File: src/rtl/cmd_dec_pkg.sv
package cmd_dec_pkg;

  typedef enum logic [2:0] {
    CMD_NONE = 3'd0,
    CMD_ADR  = 3'd1,
    CMD_DAT  = 3'd2,
    CMD_OCT  = 3'd3,
    CMD_WRD  = 3'd4,
    CMD_DCL  = 3'd5
  } cmd_e;

  // strobes from control to datapath
  typedef struct packed {
    logic       accClr;
    logic       accStep;
    logic [3:0] digit;
    logic       addrLoad;
    logic       addrZero;
  } dp_strobe_t;

  function automatic cmd_e lookupMnem(input logic [23:0] m);
    case (m)
      "ADR":   return CMD_ADR;
      "DAT":   return CMD_DAT;
      "OCT":   return CMD_OCT;
      "WRD":   return CMD_WRD;
      "DCL":   return CMD_DCL;
      default: return CMD_NONE;
    endcase
  endfunction

endpackage

File: src/rtl/cmd_ctrl.sv
module cmd_ctrl
  import cmd_dec_pkg::*;
(
  input  logic       clk,
  input  logic       rst_n,
  input  logic       byteValid,
  input  logic [7:0] byteData,
  input  logic       devClear,
  input  logic       accOvf,
  output dp_strobe_t strobe,
  output logic       cmdValid,
  output cmd_e       cmdCode,
  output logic       cmdQuery,
  output logic       errFlag
);

  typedef enum logic [2:0] {
    ST_IDLE, ST_C1, ST_C2, ST_MODE, ST_TERM, ST_ARG0, ST_ARG, ST_SKIP
  } state_e;

  state_e      state, nextState;
  logic [15:0] mnem, nextMnem;
  cmd_e        selCode, nextSel, hitCode;
  logic        selQuery, nextQuery;
  logic        pulseValid, pulseErr;
  logic        isTerm, isDigit;

  assign isTerm  = (byteData == 8'h3B);
  assign isDigit = (byteData >= 8'h30) && (byteData <= 8'h39);
  assign hitCode = lookupMnem({mnem, byteData});

  always_comb begin
    nextState  = state;
    nextMnem   = mnem;
    nextSel    = selCode;
    nextQuery  = selQuery;
    pulseValid = 1'b0;
    pulseErr   = 1'b0;
    strobe     = '0;
    strobe.digit = byteData[3:0];
    if (byteValid) begin
      case (state)
        ST_IDLE: if (isTerm) pulseErr = 1'b1;
                 else begin nextMnem[15:8] = byteData; nextState = ST_C1; end
        ST_C1:   if (isTerm) begin pulseErr = 1'b1; nextState = ST_IDLE; end
                 else begin nextMnem[7:0] = byteData; nextState = ST_C2; end
        ST_C2:   if (isTerm) begin pulseErr = 1'b1; nextState = ST_IDLE; end
                 else begin
                   nextSel   = hitCode;
                   nextState = (hitCode == CMD_NONE) ? ST_SKIP : ST_MODE;
                 end
        ST_MODE: begin
          strobe.accClr = 1'b1;
          if (isTerm) begin pulseErr = 1'b1; nextState = ST_IDLE; end
          else if (byteData == 8'h3F) begin nextQuery = 1'b1; nextState = ST_TERM; end
          else if (byteData == 8'h20) begin
            nextQuery = 1'b0;
            nextState = (selCode == CMD_ADR) ? ST_ARG0 : ST_TERM;
          end
          else nextState = ST_SKIP;
        end
        ST_TERM: if (isTerm) begin
                   pulseValid      = 1'b1;
                   strobe.addrZero = (selCode == CMD_DCL);
                   nextState       = ST_IDLE;
                 end
                 else nextState = ST_SKIP;
        ST_ARG0: if (isDigit) begin strobe.accStep = 1'b1; nextState = ST_ARG; end
                 else if (isTerm) begin pulseErr = 1'b1; nextState = ST_IDLE; end
                 else nextState = ST_SKIP;
        ST_ARG:  if (isDigit) strobe.accStep = 1'b1;
                 else if (isTerm) begin
                   if (accOvf) pulseErr = 1'b1;
                   else begin pulseValid = 1'b1; strobe.addrLoad = 1'b1; end
                   nextState = ST_IDLE;
                 end
                 else nextState = ST_SKIP;
        ST_SKIP: if (isTerm) begin pulseErr = 1'b1; nextState = ST_IDLE; end
        default: nextState = ST_IDLE;
      endcase
    end
    if (devClear) begin
      strobe          = '0;
      strobe.addrZero = 1'b1;
    end
  end

  always_ff @(posedge clk) begin
    if (!rst_n || devClear) begin
      state    <= ST_IDLE;
      mnem     <= '0;
      selCode  <= CMD_NONE;
      selQuery <= 1'b0;
      cmdValid <= 1'b0;
      cmdCode  <= CMD_NONE;
      cmdQuery <= 1'b0;
      errFlag  <= 1'b0;
    end else begin
      state    <= nextState;
      mnem     <= nextMnem;
      selCode  <= nextSel;
      selQuery <= nextQuery;
      cmdValid <= pulseValid;
      cmdCode  <= pulseValid ? selCode : CMD_NONE;
      cmdQuery <= pulseValid & selQuery;
      errFlag  <= pulseErr;
    end
  end

  // a command report lasts one cycle
  a_r2_single_pulse: assert property (@(posedge clk) disable iff (!rst_n)
    cmdValid |=> !cmdValid);
  // never both outcomes at once
  a_r9_exclusive: assert property (@(posedge clk) disable iff (!rst_n)
    !(cmdValid && errFlag));
  // an error is only reported right after an accepted terminator
  a_r7_err_after_term: assert property (@(posedge clk) disable iff (!rst_n)
    errFlag |-> $past(byteValid && byteData == 8'h3B && !devClear));
  // a reported command carries a real code
  a_r2_code_present: assert property (@(posedge clk) disable iff (!rst_n)
    cmdValid |-> cmdCode != CMD_NONE);

endmodule

File: src/rtl/cmd_dpath.sv
module cmd_dpath
  import cmd_dec_pkg::*;
#(
  parameter int ADDR_W = 13
)(
  input  logic              clk,
  input  logic              rst_n,
  input  dp_strobe_t        strobe,
  output logic              accOvf,
  output logic [ADDR_W-1:0] addrReg
);

  localparam int WIDE_W = ADDR_W + 4;
  localparam logic [WIDE_W-1:0] ADDR_MAX = WIDE_W'((1 << ADDR_W) - 1);

  logic [ADDR_W-1:0] acc;
  logic [WIDE_W-1:0] wide;

  assign wide = WIDE_W'(acc) * WIDE_W'(10) + WIDE_W'(strobe.digit);

  always_ff @(posedge clk) begin
    if (!rst_n) begin
      acc    <= '0;
      accOvf <= 1'b0;
    end else if (strobe.accClr) begin
      acc    <= '0;
      accOvf <= 1'b0;
    end else if (strobe.accStep && !accOvf) begin
      if (wide > ADDR_MAX) accOvf <= 1'b1;
      else                 acc    <= wide[ADDR_W-1:0];
    end
  end

  always_ff @(posedge clk) begin
    if (!rst_n)               addrReg <= '0;
    else if (strobe.addrZero) addrReg <= '0;
    else if (strobe.addrLoad) addrReg <= acc;
  end

  // once out of range the argument stays rejected until a new command
  a_r5_ovf_sticky: assert property (@(posedge clk) disable iff (!rst_n)
    (accOvf && !strobe.accClr) |=> accOvf);

endmodule

File: src/rtl/ascii_cmd_decoder.sv
module ascii_cmd_decoder
  import cmd_dec_pkg::*;
#(
  parameter int ADDR_W = 13
)(
  input  logic              clk,
  input  logic              rst_n,
  input  logic              byteValid,
  input  logic [7:0]        byteData,
  input  logic              devClear,
  output logic              cmdValid,
  output logic [2:0]        cmdCode,
  output logic              cmdQuery,
  output logic [ADDR_W-1:0] addrReg,
  output logic              errFlag
);

  dp_strobe_t strobe;
  logic       accOvf;
  cmd_e       codeE;

  cmd_ctrl i_ctrl (
    .clk(clk), .rst_n(rst_n), .byteValid(byteValid), .byteData(byteData),
    .devClear(devClear), .accOvf(accOvf), .strobe(strobe),
    .cmdValid(cmdValid), .cmdCode(codeE), .cmdQuery(cmdQuery), .errFlag(errFlag)
  );

  cmd_dpath #(.ADDR_W(ADDR_W)) i_dpath (
    .clk(clk), .rst_n(rst_n), .strobe(strobe), .accOvf(accOvf), .addrReg(addrReg)
  );

  assign cmdCode = codeE;

  // device clear empties the address and any report
  a_r10_dev_clear: assert property (@(posedge clk) disable iff (!rst_n)
    devClear |=> (addrReg == '0 && !cmdValid && !errFlag));
  // the address moves only with an ADR/DCL report or a device clear
  a_r4_addr_only_by_cmd: assert property (@(posedge clk) disable iff (!rst_n)
    (addrReg != $past(addrReg)) |->
      ($past(devClear) || (cmdValid && (cmdCode == 3'(CMD_ADR) || cmdCode == 3'(CMD_DCL)))));

endmodule

File: config.mk
export PLATFORM = sky130hd
export DESIGN_NAME = ascii_cmd_decoder
export DESIGN_NICKNAME = d
export VERILOG_FILES = /design/src/rtl/cmd_dec_pkg.sv /design/src/rtl/cmd_ctrl.sv /design/src/rtl/cmd_dpath.sv /design/src/rtl/ascii_cmd_decoder.sv
export SDC_FILE = /design/constraint.sdc
export NUM_CORES = 1
export LEC_CHECK = 0
export BUFFER_PORTS_ARGS = -buffer_cell sky130_fd_sc_hd__buf_2
export CORE_ASPECT_RATIO = 0.9
export CORE_MARGIN = 2
export CORE_UTILIZATION = 40
export CTS_CLUSTER_DIAMETER = 80
export DETAILED_ROUTE_END_ITERATION = 6
export PLACE_DENSITY_LB_ADDON = 0.1
export SLEW_MARGIN = 20
export SYNTH_ARGS = -nofsm -noshare
export SYNTH_HDL_FRONTEND = slang
export SYNTH_SLANG_ARGS = --single-unit
File: constraint.sdc
create_clock -name clk -period 3.9 [get_ports clk]
set_clock_uncertainty 0.05 [all_clocks]
set_input_delay 0 -clock clk [delete_from_list [all_inputs] [get_ports clk]]
set_output_delay 0 -clock clk [all_outputs]
set_load 0.05 [all_outputs]
* After elaboration in Yosys (flattened, before gate mapping)
Index checks and enable logic that the tools add are counted.
** Storage, ports and cells
- Bits in registers :: 56
- Input bits :: 12
- Output and inout bits :: 19
- Word-level logic and storage cells :: 100
** Operators by class
- Add/subtract/negate cells :: 1
- Multiply operators :: 1
- Order comparisons :: 3
- Eq/ne operators :: 20
- Mux-type cells :: 36
- Bitwise logic cells :: 6
- Reduce and logical (&&, ||, !) cells :: 21
** Operator list (number)
- == test 24 x 23 -> 1 bit (second input constant) :: 5
- 2-to-1 mux 3 bit :: 10
- == test 8 x 6 -> 1 bit (second input constant) :: 3
- one-hot mux 3 bit (8 select lines) :: 1
- 2-to-1 mux 1 bit :: 18
- adder 17 x 4 -> 17 bit :: 1
- > comparator 17 x 13 -> 1 bit (second input constant) :: 1
- multiplier 13 x 3 -> 16 bit (second input constant) :: 1
- == test 3 bit (second input constant) :: 5
- one-hot mux 3 bit (5 select lines) :: 1
- OR reduction 2 bit :: 5
- AND reduction 3 bit :: 3
- greater-or-equal comparator 8 x 6 -> 1 bit (second input constant) :: 1
- <= comparator 8 x 6 -> 1 bit (second input constant) :: 1
- 2-to-1 mux 8 bit :: 1
- AND reduction 4 bit :: 2
- == test 3 x 1 -> 1 bit (second input constant) :: 2
- == test 3 x 2 -> 1 bit (second input constant) :: 2
- zero test 3 bit :: 2
- 2-to-1 mux 2 bit :: 3
- inverter 1 bit :: 5
- OR reduction 5 bit :: 1
- != test 2 bit (second input constant) :: 2
- AND reduction 2 bit :: 2
- other kinds (8) :: 10

* Longest topological paths before layout
Gate-level depths: netlist (run 1).
- Depth in word-level cells :: 10
- Mapped depth :: 13
- Depth with buffers taken out :: 12

* Modules after synthesis
Synthesis (run 1) repeated with hierarchy kept, for this count alone.
** Unflattened totals
- Cell total of the unflattened synthesis :: 421
- Area total of the unflattened synthesis :: 3749.8 µm²
** Modules (own cells, without submodules)
- cmd_dpath :: instances 1, cells each 220, area an instance 2060.7 µm², seq. area each 540.5 µm²
- cmd_ctrl :: instances 1, cells each 201, area an instance 1689.1 µm², seq. area each 580.6 µm²

* Worst setup path before layout (run 1)
No wires, ideal clock.
- Path kind :: register to register
- Start point :: reg i_dpath.acc[1]
- End point :: reg i_dpath.acc[10]
- Setup time :: 0.132 ns
- Data arrival time :: 2.995 ns
- Data required time :: 3.718 ns
- Slack :: 0.723 ns
- Stages on the path, launching flop included :: 14
- Buffers on the path :: 1
- Period minus slack after synthesis :: 3.177 ns
- Cell sequence :: dfxtp_1 ha_1 ha_1 inv_1 fa_1 nor2b_1 o2111a_1 o211a_1 or4_1 a31o_2 or3_4 buf_6 o21ai_1 a21oi_1
** Between the ends
- Cells in the longest elaborated chain, start to end :: 5
** RTL lines
- from (decl) :: line cmd_dpath.sv:16 : logic [ADDR_W-1:0] acc;
- from (signal assigned) :: line cmd_dpath.sv:30 : else acc <= wide[ADDR_W-1:0];
- multiplier 13 x 3 -> 16 bit * :: line cmd_dpath.sv:19 : assign wide = WIDE_W'(acc) * WIDE_W'(10) + WIDE_W'(strobe.digit);
- adder 17 x 4 -> 17 bit * :: line cmd_dpath.sv:19
- > comparator 17 x 13 -> 1 bit :: line cmd_dpath.sv:29 : if (wide > ADDR_MAX) accOvf <= 1'b1;
- inverter 1 bit (no source line)
- AND reduction 2 bit (no source line)
Mark *: on every way between the ends. The rest lies on a longest branch, timed or not.
A chain may end at the register's enable or synchronous reset.

* Final worst setup path (run 1)
- Start point :: reg i_dpath.acc[1]
- End point :: reg i_dpath.acc[0]
** Between the ends
- Cells in the longest elaborated chain, start to end :: 5
** RTL lines (line)
- multiplier 13 x 3 -> 16 bit :: cmd_dpath.sv:19
- adder 17 x 4 -> 17 bit :: cmd_dpath.sv:19
- > comparator 17 x 13 -> 1 bit :: cmd_dpath.sv:29
- inverter 1 bit (no source line)
- AND reduction 2 bit (no source line)
No other way between the ends.

==> results of run 1 <==
==> cells in the final DEF (no fill, tap or decap), types with 3 or more instances in the layout <==
cell / count
sky130_fd_sc_hd__buf_4: 4
sky130_fd_sc_hd__nand2_1: 31
sky130_fd_sc_hd__o21ai_1: 9
sky130_fd_sc_hd__nand4b_1: 3
sky130_fd_sc_hd__inv_1: 8
sky130_fd_sc_hd__xnor2_1: 10
sky130_fd_sc_hd__dlygate4sd3_1: 9
sky130_fd_sc_hd__nor2_1: 50
sky130_fd_sc_hd__a21oi_1: 28
sky130_fd_sc_hd__mux2i_1: 24
sky130_fd_sc_hd__nand4_1: 4
sky130_fd_sc_hd__a211oi_1: 5
sky130_fd_sc_hd__o21a_1: 3
sky130_fd_sc_hd__and2_1: 5
sky130_fd_sc_hd__nor2b_1: 7
sky130_fd_sc_hd__o211ai_1: 5
sky130_fd_sc_hd__or3_1: 6
sky130_fd_sc_hd__nor3_1: 9
sky130_fd_sc_hd__nand3_1: 21
sky130_fd_sc_hd__nand2b_1: 8
sky130_fd_sc_hd__nand3b_1: 4
sky130_fd_sc_hd__ha_1: 25
sky130_fd_sc_hd__xor2_1: 7
sky130_fd_sc_hd__nor4_1: 3
sky130_fd_sc_hd__clkbuf_8: 5
sky130_fd_sc_hd__dfxtp_1: 56
sky130_fd_sc_hd__nor3b_1: 5
sky130_fd_sc_hd__buf_2: 30
sky130_fd_sc_hd__o21ai_0: 16
==> cell families (layout without fill, tap and decap cells) <==
logic type | Yosys count | in the layout
muxes | 25 | 25
adders and majority gates | 27 | 27
xor gates and xnor gates | 17 | 17
DFF | 56 | 56
buffers and inverters | 28 | 59
and+or+nand+nor | 169 | 169
AOI/OAI and AO/OA | 88 | 88
==> final cells by class <==
class	count	area, um2
clock inverter	3	28.78
timing repair buffer	43	270.3
fill	822	4323
multi-input combinational	326	2180
tap	99	123.9
sequential	56	1121
inverter	8	30.03
clock buffer	5	68.82
==> worst max-delay path by stage <==
stage | end | slack (ns) | cells after the start
2_1_floorplan | i_dpath.acc[10]$_SDFFE_PP0P_ | 0.72 | 13
3_3_place_gp | i_dpath.acc[1]$_SDFFE_PP0P_ | 0.53 | 10
3_5_place_dp | i_dpath.acc[0]$_SDFFE_PP0P_ | 0.49 | 12
4_1_cts | i_dpath.acc[0]$_SDFFE_PP0P_ | 0.47 | 12
5_1_grt | i_dpath.acc[7]$_SDFFE_PP0P_ | 0.21 | 12
6_report | i_dpath.acc[0]$_SDFFE_PP0P_ | 0.44 | 12
==> registers in the layout (all words and copies together) (netlist names) <==
| register | cells |
|---|---|
| i_ctrl.cmdCode | 3 |
| i_ctrl.cmdQuery | 1 |
| i_ctrl.cmdValid | 1 |
| i_ctrl.errFlag | 1 |
| i_ctrl.mnem | 16 |
| i_ctrl.selCode | 3 |
| i_ctrl.selQuery | 1 |
| i_ctrl.state | 3 |
| i_dpath.acc | 13 |
| i_dpath.accOvf | 1 |
| i_dpath.addrReg | 13 |
==> metrics by stage <==
stage | setup WS (ns) | util [%] | power (mW)
finish | 0.4403 | 46.93 | 0.9946
global route | 0.2118 | 46.93 | 1.046
CTS | 0.4725 | 46.93 | 1.008
detailed placement | 0.4926 | 44.62 | 0.6532
global placement | 0.5304 | 44.62 | 0.6523
floorplan | 0.7227 | - | 0.6300
==> metal layers <==
layer | up-vias | track usage [%] | wire (um)
met4 | 0 | 3.378 | 70
met3 | 6 | 3.079 | 272
met2 | 51 | 25.55 | 3190
met5 | - | 0 | 0
li1 | 1545 | - | -
met1 | 1356 | 29.60 | 4486
==> power by group <==
part	total [mW]	internal, mW	leakage (nW)	switching (mW)
logic	0.0651	0.0256	1.26	0.0396
registers	0.582	0.576	0.452	0.00539
clock network	0.348	0.136	0.0511	0.212
==> timing repair <==
item / 4_1_cts / 5_1_grt
endpoints found under the setup margin: 0 / 0
hold endpoints to repair: 14 / 0
gates resized for setup: 0 / 0
hold buffers: 9 / 0
==> worst reg2reg max path: stages, from the launching register on <==
cell and delay, ns:
sky130_fd_sc_hd__dfxtp_1 0.39, sky130_fd_sc_hd__ha_1 0.31, sky130_fd_sc_hd__ha_1 0.18, sky130_fd_sc_hd__inv_1 0.06
sky130_fd_sc_hd__fa_1 0.39, sky130_fd_sc_hd__nor2b_1 0.25, sky130_fd_sc_hd__o21a_1 0.25, sky130_fd_sc_hd__o211ai_1 0.12
sky130_fd_sc_hd__a311oi_1 0.45, sky130_fd_sc_hd__o21ai_0 0.20, sky130_fd_sc_hd__mux2_2 0.41, sky130_fd_sc_hd__o21ai_0 0.19
sky130_fd_sc_hd__a21oi_1 0.10
==> flow_results.xml, run 1 <==
<?xml version="1.0" encoding="UTF-8"?>
<metrics>
  <group name="run_status">
    <metric name="outcome" unit="">finished clean</metric>
  </group>
  <group name="timing">
    <metric name="timing.final.crit_share" unit="%">88.71</metric>
    <metric name="rsz0062_at_grt" unit="">false</metric>
    <metric name="slew_viol_final" unit="">0</metric>
    <metric name="max_freq" unit="MHz">289.0</metric>
    <metric name="finalSetupViolCount" unit="">0</metric>
    <metric name="headroom_to_the_max_slew_limit" unit="%">44.80</metric>
    <metric name="final_report_hold_violation_count" unit="">0</metric>
    <metric name="period_minus_slack" unit="ns">3.460</metric>
    <metric name="fin_setup_tns" unit="ns">0</metric>
    <metric name="final.hold.worst_slack" unit="ns">0.02052</metric>
    <metric name="worst_pin_slew" unit="ns">0.8256</metric>
  </group>
  <group name="logic_synthesis">
    <metric name="synth.ff_latch_count" unit="">56</metric>
    <metric name="mappedNetlistNets" unit="">449</metric>
    <metric name="synth_top_area_cell" unit="">sky130_fd_sc_hd__dfxtp_1</metric>
    <metric name="synth_async_sr_flop_share" unit="%">0</metric>
    <metric name="synth_top_family_by_area" unit="">simple AND/OR/NAND/NOR gates</metric>
    <metric name="post-synth-top-count-cell" unit="">sky130_fd_sc_hd__dfxtp_1</metric>
    <metric name="seq_area_frac_synth" unit="%">32.87</metric>
    <metric name="syn-cell-area" unit="um2">3411</metric>
    <metric name="synthAdderAreaFrac" unit="%">10.34</metric>
    <metric name="netlist_instances" unit="">410</metric>
    <metric name="netlist.area_leader.share" unit="%">32.87</metric>
    <metric name="synth_xor_area_share" unit="%">4.365</metric>
    <metric name="yosys.area_share.simple" unit="%">25.31</metric>
    <metric name="synth-main-ff-cell" unit="">sky130_fd_sc_hd__dfxtp_1</metric>
    <metric name="synth-warning-count" unit="">0</metric>
    <metric name="synth_commonest_cells" unit="">56 x sky130_fd_sc_hd__dfxtp_1, 50 x sky130_fd_sc_hd__nor2_1, 31 x sky130_fd_sc_hd__nand2_1, 28 x sky130_fd_sc_hd__a21oi_1, 25 x sky130_fd_sc_hd__ha_1</metric>
    <metric name="synth.avg_cell_area" unit="um2">8.319</metric>
    <metric name="synth-compound-area-share" unit="%">16.29</metric>
    <metric name="synthDistinctLibCells" unit="">58</metric>
    <metric name="synth_enable_flop_cells" unit="">0</metric>
    <metric name="synth_area_leaders" unit="">sky130_fd_sc_hd__dfxtp_1 33%, sky130_fd_sc_hd__ha_1 9.2%, sky130_fd_sc_hd__mux2i_1 7.0%, sky130_fd_sc_hd__nor2_1 5.5%, sky130_fd_sc_hd__a21oi_1 4.1%</metric>
    <metric name="synthMuxAreaShare" unit="%">7.373</metric>
  </group>
  <group name="worst_setup_path">
    <metric name="reg2reg_setup_slack" unit="ns">0.44</metric>
    <metric name="critical_path_arrival" unit="ns">3.60</metric>
    <metric name="cp_top_family" unit="">compound AO/OA/AOI/OAI gates</metric>
    <metric name="reg2regPathDepth" unit="">12</metric>
    <metric name="cp_data_required_time" unit="ns">4.04</metric>
    <metric name="crit_path_end_kind" unit="">flop</metric>
    <metric name="critPathMaxStageDelay" unit="ns">0.45</metric>
    <metric name="list_of_cells_traversed_by_the_critical_path" unit="">ha_1 -&gt; ha_1 -&gt; inv_1 -&gt; fa_1 -&gt; nor2b_1 -&gt; o21a_1 -&gt; o211ai_1 -&gt; a311oi_1 -&gt; o21ai_0 -&gt; mux2_2 -&gt; o21ai_0 -&gt; a21oi_1</metric>
    <metric name="timing.rr.end" unit="">i_dpath.acc[0]$_SDFFE_PP0P_</metric>
    <metric name="critical_path_peak_fanout" unit="">12</metric>
    <metric name="cp_num_buf_inv" unit="">1</metric>
    <metric name="crit_path_top_delay_cell" unit="">sky130_fd_sc_hd__a311oi_1</metric>
    <metric name="criticalPathCategory" unit="">flop to flop</metric>
    <metric name="worst_setup_path_start_kind" unit="">flop</metric>
    <metric name="startpoint" unit="">i_dpath.acc[1]$_SDFFE_PP0P_</metric>
    <metric name="reg2reg_from" unit="">i_dpath.acc[1]$_SDFFE_PP0P_</metric>
  </group>
  <group name="routing">
    <metric name="final_antenna_net_count" unit="">0</metric>
    <metric name="drt-pass1-iter-count" unit="">4</metric>
    <metric name="avgRoutedWirePerCell" unit="um">14.85</metric>
    <metric name="avgViaCountPerCell" unit="">5.478</metric>
    <metric name="drt-initial-drc-count" unit="">99</metric>
    <metric name="vias" unit="">2958</metric>
    <metric name="remaining_drc_errors" unit="">0</metric>
    <metric name="routed_wl" unit="um">8019</metric>
  </group>
  <group name="clocking">
    <metric name="post_cts_buffers" unit="">0</metric>
    <metric name="htree_levels" unit="">2</metric>
    <metric name="clock_sinks" unit="">56</metric>
    <metric name="cts.root.buffer_cell" unit="">sky130_fd_sc_hd__clkbuf_8</metric>
    <metric name="cts_buffer_depth" unit="">2</metric>
    <metric name="cts_buffers" unit="">5</metric>
    <metric name="clock_tree_from_tritoncts" unit="">yes</metric>
    <metric name="clock_network_latency_to_the_later_pin_of_the_worst_skew_pair" unit="ns">0.31</metric>
    <metric name="path_clk_slew" unit="ns">0.11</metric>
  </group>
  <group name="floorplan">
    <metric name="core-area" unit="um2">8145</metric>
    <metric name="die_width" unit="um">101.3</metric>
    <metric name="floorplan.rows" unit="">31</metric>
    <metric name="floorplan.initialDensity" unit="%">41.87</metric>
    <metric name="design.die.area" unit="um2">9282</metric>
    <metric name="boundaryPins" unit="">31</metric>
    <metric name="floorplan.die.height" unit="um">91.60</metric>
  </group>
  <group name="placed_design">
    <metric name="placedInstanceArea" unit="um2">3635</metric>
    <metric name="detailed_place_hpwl" unit="um">6098</metric>
    <metric name="port_buffers" unit="">30</metric>
    <metric name="cell_count_post_placement" unit="">523</metric>
    <metric name="gp_congestion" unit="">0.8197</metric>
  </group>
  <group name="worst_hold_path">
    <metric name="min-delay-start" unit="">byteValid</metric>
    <metric name="hold_path_end" unit="">i_ctrl.selQuery$_SDFFE_PP0P_</metric>
    <metric name="hold_path.class" unit="">input port to flop</metric>
    <metric name="hold_depth" unit="">4</metric>
  </group>
  <group name="cells_and_area">
    <metric name="final_nets" unit="">479</metric>
    <metric name="final_cells" unit="">540</metric>
    <metric name="diodes" unit="">0</metric>
    <metric name="area_growth_syn_to_layout" unit="%">12.07</metric>
    <metric name="stdcell_area" unit="um2">3822</metric>
    <metric name="post_route_cells_drive_above_1_share" unit="%">12.02</metric>
  </group>
  <group name="pwr">
    <metric name="vdd_ir_drop_max" unit="mV">0.1581</metric>
    <metric name="p_leak" unit="nW">1.764</metric>
    <metric name="power_per_cell_area" unit="nW/um2">260.2</metric>
  </group>
  <group name="global_routing">
    <metric name="first_pass_grt_wire_length" unit="um">13920</metric>
    <metric name="global_route.usage.total" unit="%">18.46</metric>
    <metric name="globalRouteOverflowTotal" unit="">0</metric>
    <metric name="maximum_number_of_pins_on_one_net_before_global_route_repair" unit="">21</metric>
    <metric name="antenna_found_initial" unit="">0</metric>
    <metric name="number_of_global_route_vias_before_repair" unit="">2801</metric>
  </group>
  <group name="flow_run">
    <metric name="max_cap_viol_count" unit="">0</metric>
  </group>
</metrics>
No activity file was read; power rests on OpenSTA's default activity.
==> inputs of run 2 (changes only) <==
- CORE_UTILIZATION: 40 -> 26
- REMOVE_ABC_BUFFERS: not set -> 1
==> run 2 against run 1 <==
Register-to-register slack worse by 0.04 ns; first-iteration DRC count up 130%; final cell count increased by 12%; sequential share of layout area decreased by 0.95 points; clock-buffer cell count up 1; power is 12% higher.
==> flow_results.xml, run 2 (synthesis results as in run 1) <==
<?xml version="1.0" encoding="UTF-8"?>
<metrics>
  <group name="pwr">
    <metric name="power_per_cell_area" unit="nW/um2">282.8</metric>
    <metric name="vdd_ir_drop_max" unit="mV">0.1570</metric>
    <metric name="p_leak" unit="nW">1.790</metric>
  </group>
  <group name="floorplan">
    <metric name="floorplan.initialDensity" unit="%">26.78</metric>
    <metric name="floorplan.rows" unit="">39</metric>
    <metric name="floorplan.die.height" unit="um">112.7</metric>
    <metric name="die_width" unit="um">124.7</metric>
    <metric name="boundaryPins" unit="">31</metric>
    <metric name="design.die.area" unit="um2">14050</metric>
    <metric name="core-area" unit="um2">12740</metric>
  </group>
  <group name="routing">
    <metric name="drt-pass1-iter-count" unit="">5</metric>
    <metric name="drt-initial-drc-count" unit="">230</metric>
    <metric name="vias" unit="">3025</metric>
    <metric name="avgRoutedWirePerCell" unit="um">14.72</metric>
    <metric name="avgViaCountPerCell" unit="">5.000</metric>
    <metric name="final_antenna_net_count" unit="">0</metric>
    <metric name="remaining_drc_errors" unit="">0</metric>
    <metric name="routed_wl" unit="um">8903</metric>
  </group>
  <group name="clocking">
    <metric name="cts_buffer_depth" unit="">2</metric>
    <metric name="postCtsResizedCells" unit="">0</metric>
    <metric name="clock_sinks" unit="">56</metric>
    <metric name="htree_levels" unit="">2</metric>
    <metric name="post_cts_buffers" unit="">0</metric>
    <metric name="cts.root.buffer_cell" unit="">sky130_fd_sc_hd__clkbuf_16</metric>
    <metric name="clock_network_latency_to_the_later_pin_of_the_worst_skew_pair" unit="ns">0.29</metric>
    <metric name="cts_buffers" unit="">5</metric>
    <metric name="path_clk_slew" unit="ns">0.08</metric>
    <metric name="clock_tree_from_tritoncts" unit="">yes</metric>
  </group>
  <group name="worst_setup_path">
    <metric name="critical_path_arrival" unit="ns">3.61</metric>
    <metric name="reg2reg_from" unit="">i_dpath.acc[6]$_SDFFE_PP0P_</metric>
    <metric name="criticalPathCategory" unit="">flop to flop</metric>
    <metric name="reg2regPathDepth" unit="">10</metric>
    <metric name="critical_path.endpoint" unit="">i_dpath.acc[1]$_SDFFE_PP0P_</metric>
    <metric name="cp_data_required_time" unit="ns">4.02</metric>
    <metric name="startpoint" unit="">i_dpath.acc[6]$_SDFFE_PP0P_</metric>
    <metric name="reg2reg_setup_slack" unit="ns">0.40</metric>
    <metric name="crit_path_end_kind" unit="">flop</metric>
    <metric name="timing.rr.end" unit="">i_dpath.acc[1]$_SDFFE_PP0P_</metric>
    <metric name="worst_setup_path_start_kind" unit="">flop</metric>
    <metric name="critical_path_peak_fanout" unit="">12</metric>
  </group>
  <group name="global_routing">
    <metric name="antenna_found_initial" unit="">0</metric>
    <metric name="maximum_number_of_pins_on_one_net_before_global_route_repair" unit="">19</metric>
    <metric name="global_route.usage.total" unit="%">13.09</metric>
    <metric name="number_of_global_route_vias_before_repair" unit="">2848</metric>
    <metric name="globalRouteOverflowTotal" unit="">0</metric>
    <metric name="first_pass_grt_wire_length" unit="um">14960</metric>
  </group>
  <group name="timing">
    <metric name="fin_setup_tns" unit="ns">0</metric>
    <metric name="max_freq" unit="MHz">286.1</metric>
    <metric name="slew_viol_final" unit="">0</metric>
    <metric name="period_minus_slack" unit="ns">3.496</metric>
    <metric name="timing.final.crit_share" unit="%">89.64</metric>
    <metric name="worst_pin_slew" unit="ns">0.9517</metric>
    <metric name="finalSetupViolCount" unit="">0</metric>
    <metric name="headroom_to_the_max_slew_limit" unit="%">36.38</metric>
    <metric name="rsz0062_at_grt" unit="">false</metric>
    <metric name="final_report_hold_violation_count" unit="">0</metric>
  </group>
  <group name="cells_and_area">
    <metric name="area_growth_syn_to_layout" unit="%">15.81</metric>
    <metric name="final_nets" unit="">479</metric>
    <metric name="fin_util" unit="%">31.01</metric>
    <metric name="layout_common_cells" unit="">56 x sky130_fd_sc_hd__dfxtp_1, 50 x sky130_fd_sc_hd__nor2_1, 31 x sky130_fd_sc_hd__nand2_1, 30 x sky130_fd_sc_hd__buf_2, 28 x sky130_fd_sc_hd__a21oi_1</metric>
    <metric name="diodes" unit="">0</metric>
    <metric name="filler_cell_count" unit="">1367</metric>
    <metric name="largest-register" unit="">i_ctrl.mnem</metric>
    <metric name="biggest_regs" unit="">i_ctrl.mnem (16), i_dpath.acc (13), i_dpath.addrReg (13)</metric>
    <metric name="largest_register_ffs" unit="">16</metric>
    <metric name="post_route_cells_drive_above_1_share" unit="%">12.47</metric>
    <metric name="layout_commonest_cell" unit="">sky130_fd_sc_hd__dfxtp_1</metric>
  </group>
  <group name="run_status">
    <metric name="outcome" unit="">finished clean</metric>
  </group>
  <group name="placed_design">
    <metric name="detailed_place_hpwl" unit="um">6745</metric>
    <metric name="gp_congestion" unit="">0.8404</metric>
    <metric name="port_buffers" unit="">30</metric>
  </group>
  <group name="flow_run">
    <metric name="max_cap_viol_count" unit="">0</metric>
  </group>
  <group name="worst_hold_path">
    <metric name="hold_path.class" unit="">input port to flop</metric>
  </group>
</metrics>
[run 2: cell types whose count changed in the layout (fill, tap and decap cells not counted), sizes merged]
cell	delta
clkinv	+2
dlygate4sd3	-2
inv	-3
clkbuf	+1
buf	+2
[run 2: cell type report]
cell class,instances,area [um2],share of cell area [%]
inverters,8,30.03,0.7602
clock buffers,6,138.9,3.516
well taps,164,205.2,5.195
flip-flops and latches,56,1121,28.38
repair buffers,43,265.3,6.715
clock inverters,2,10.01,0.2534
multi-input cells,326,2180,55.18
[run 2: timing repair]
action	in CTS	in global routing
hold buffers	7	0
hold endpoints to repair	11	0
setup endpoints to repair	0	0
[run 2: per-stage QoR]
step / worst slack, ns / cells / power [mW] / hold slack, ns / area [um2]
after floorplan: 0.6291 / 390 / 0.6261 / 0.08596 / 3323
after global placement: 0.4548 / 590 / 0.6550 / 0.2374 / 3731
after detailed placement: 0.4330 / 590 / 0.6553 / 0.2429 / 3731
after CTS: 0.4163 / 605 / 1.136 / 0.001729 / 3950
after global routing: 0.1432 / 605 / 1.171 / 0.01101 / 3950
final: 0.4042 / 605 / 1.117 / 0.002921 / 3950
[run 2: layer usage]
metal	global-route usage, %	part of all wire [%]
met3	2.145	3.6
met2	18.80	41
met4	3.446	1.0
met5	0	0
met1	20.08	54
[run 2: worst min path at each step]
stage	start	end	slack, ns	cells past startpoint
after floorplan	byteData[5]	i_ctrl.mnem[13]$_SDFFE_PP0P_	0.09	2
after global placement	byteData[5]	i_ctrl.mnem[13]$_SDFFE_PP0P_	0.24	3
after detailed placement	byteData[5]	i_ctrl.mnem[13]$_SDFFE_PP0P_	0.24	3
after CTS	byteData[0]	i_dpath.acc[0]$_SDFFE_PP0P_	0.002	3
after global routing	byteData[0]	i_dpath.acc[0]$_SDFFE_PP0P_	0.01	3
final	byteData[0]	i_dpath.acc[0]$_SDFFE_PP0P_	0.003	3
[run 2: report_power, final]
part | total, mW | switching, mW | internal [mW]
clock network | 0.471 | 0.216 | 0.254
logic | 0.0649 | 0.0407 | 0.0243
registers | 0.581 | 0.00565 | 0.576
[run 2: worst max-delay path, cell delays in order, from the launching register on]
cell and delay (ns):
sky130_fd_sc_hd__dfxtp_1 0.47, sky130_fd_sc_hd__ha_1 0.29, sky130_fd_sc_hd__ha_1 0.35, sky130_fd_sc_hd__or2_2 0.33, sky130_fd_sc_hd__o2111a_1 0.21, sky130_fd_sc_hd__o211a_1 0.28, sky130_fd_sc_hd__or4_1 0.41, sky130_fd_sc_hd__a31o_2 0.27
sky130_fd_sc_hd__or3_4 0.45, sky130_fd_sc_hd__o21ai_0 0.19, sky130_fd_sc_hd__a21oi_1 0.08
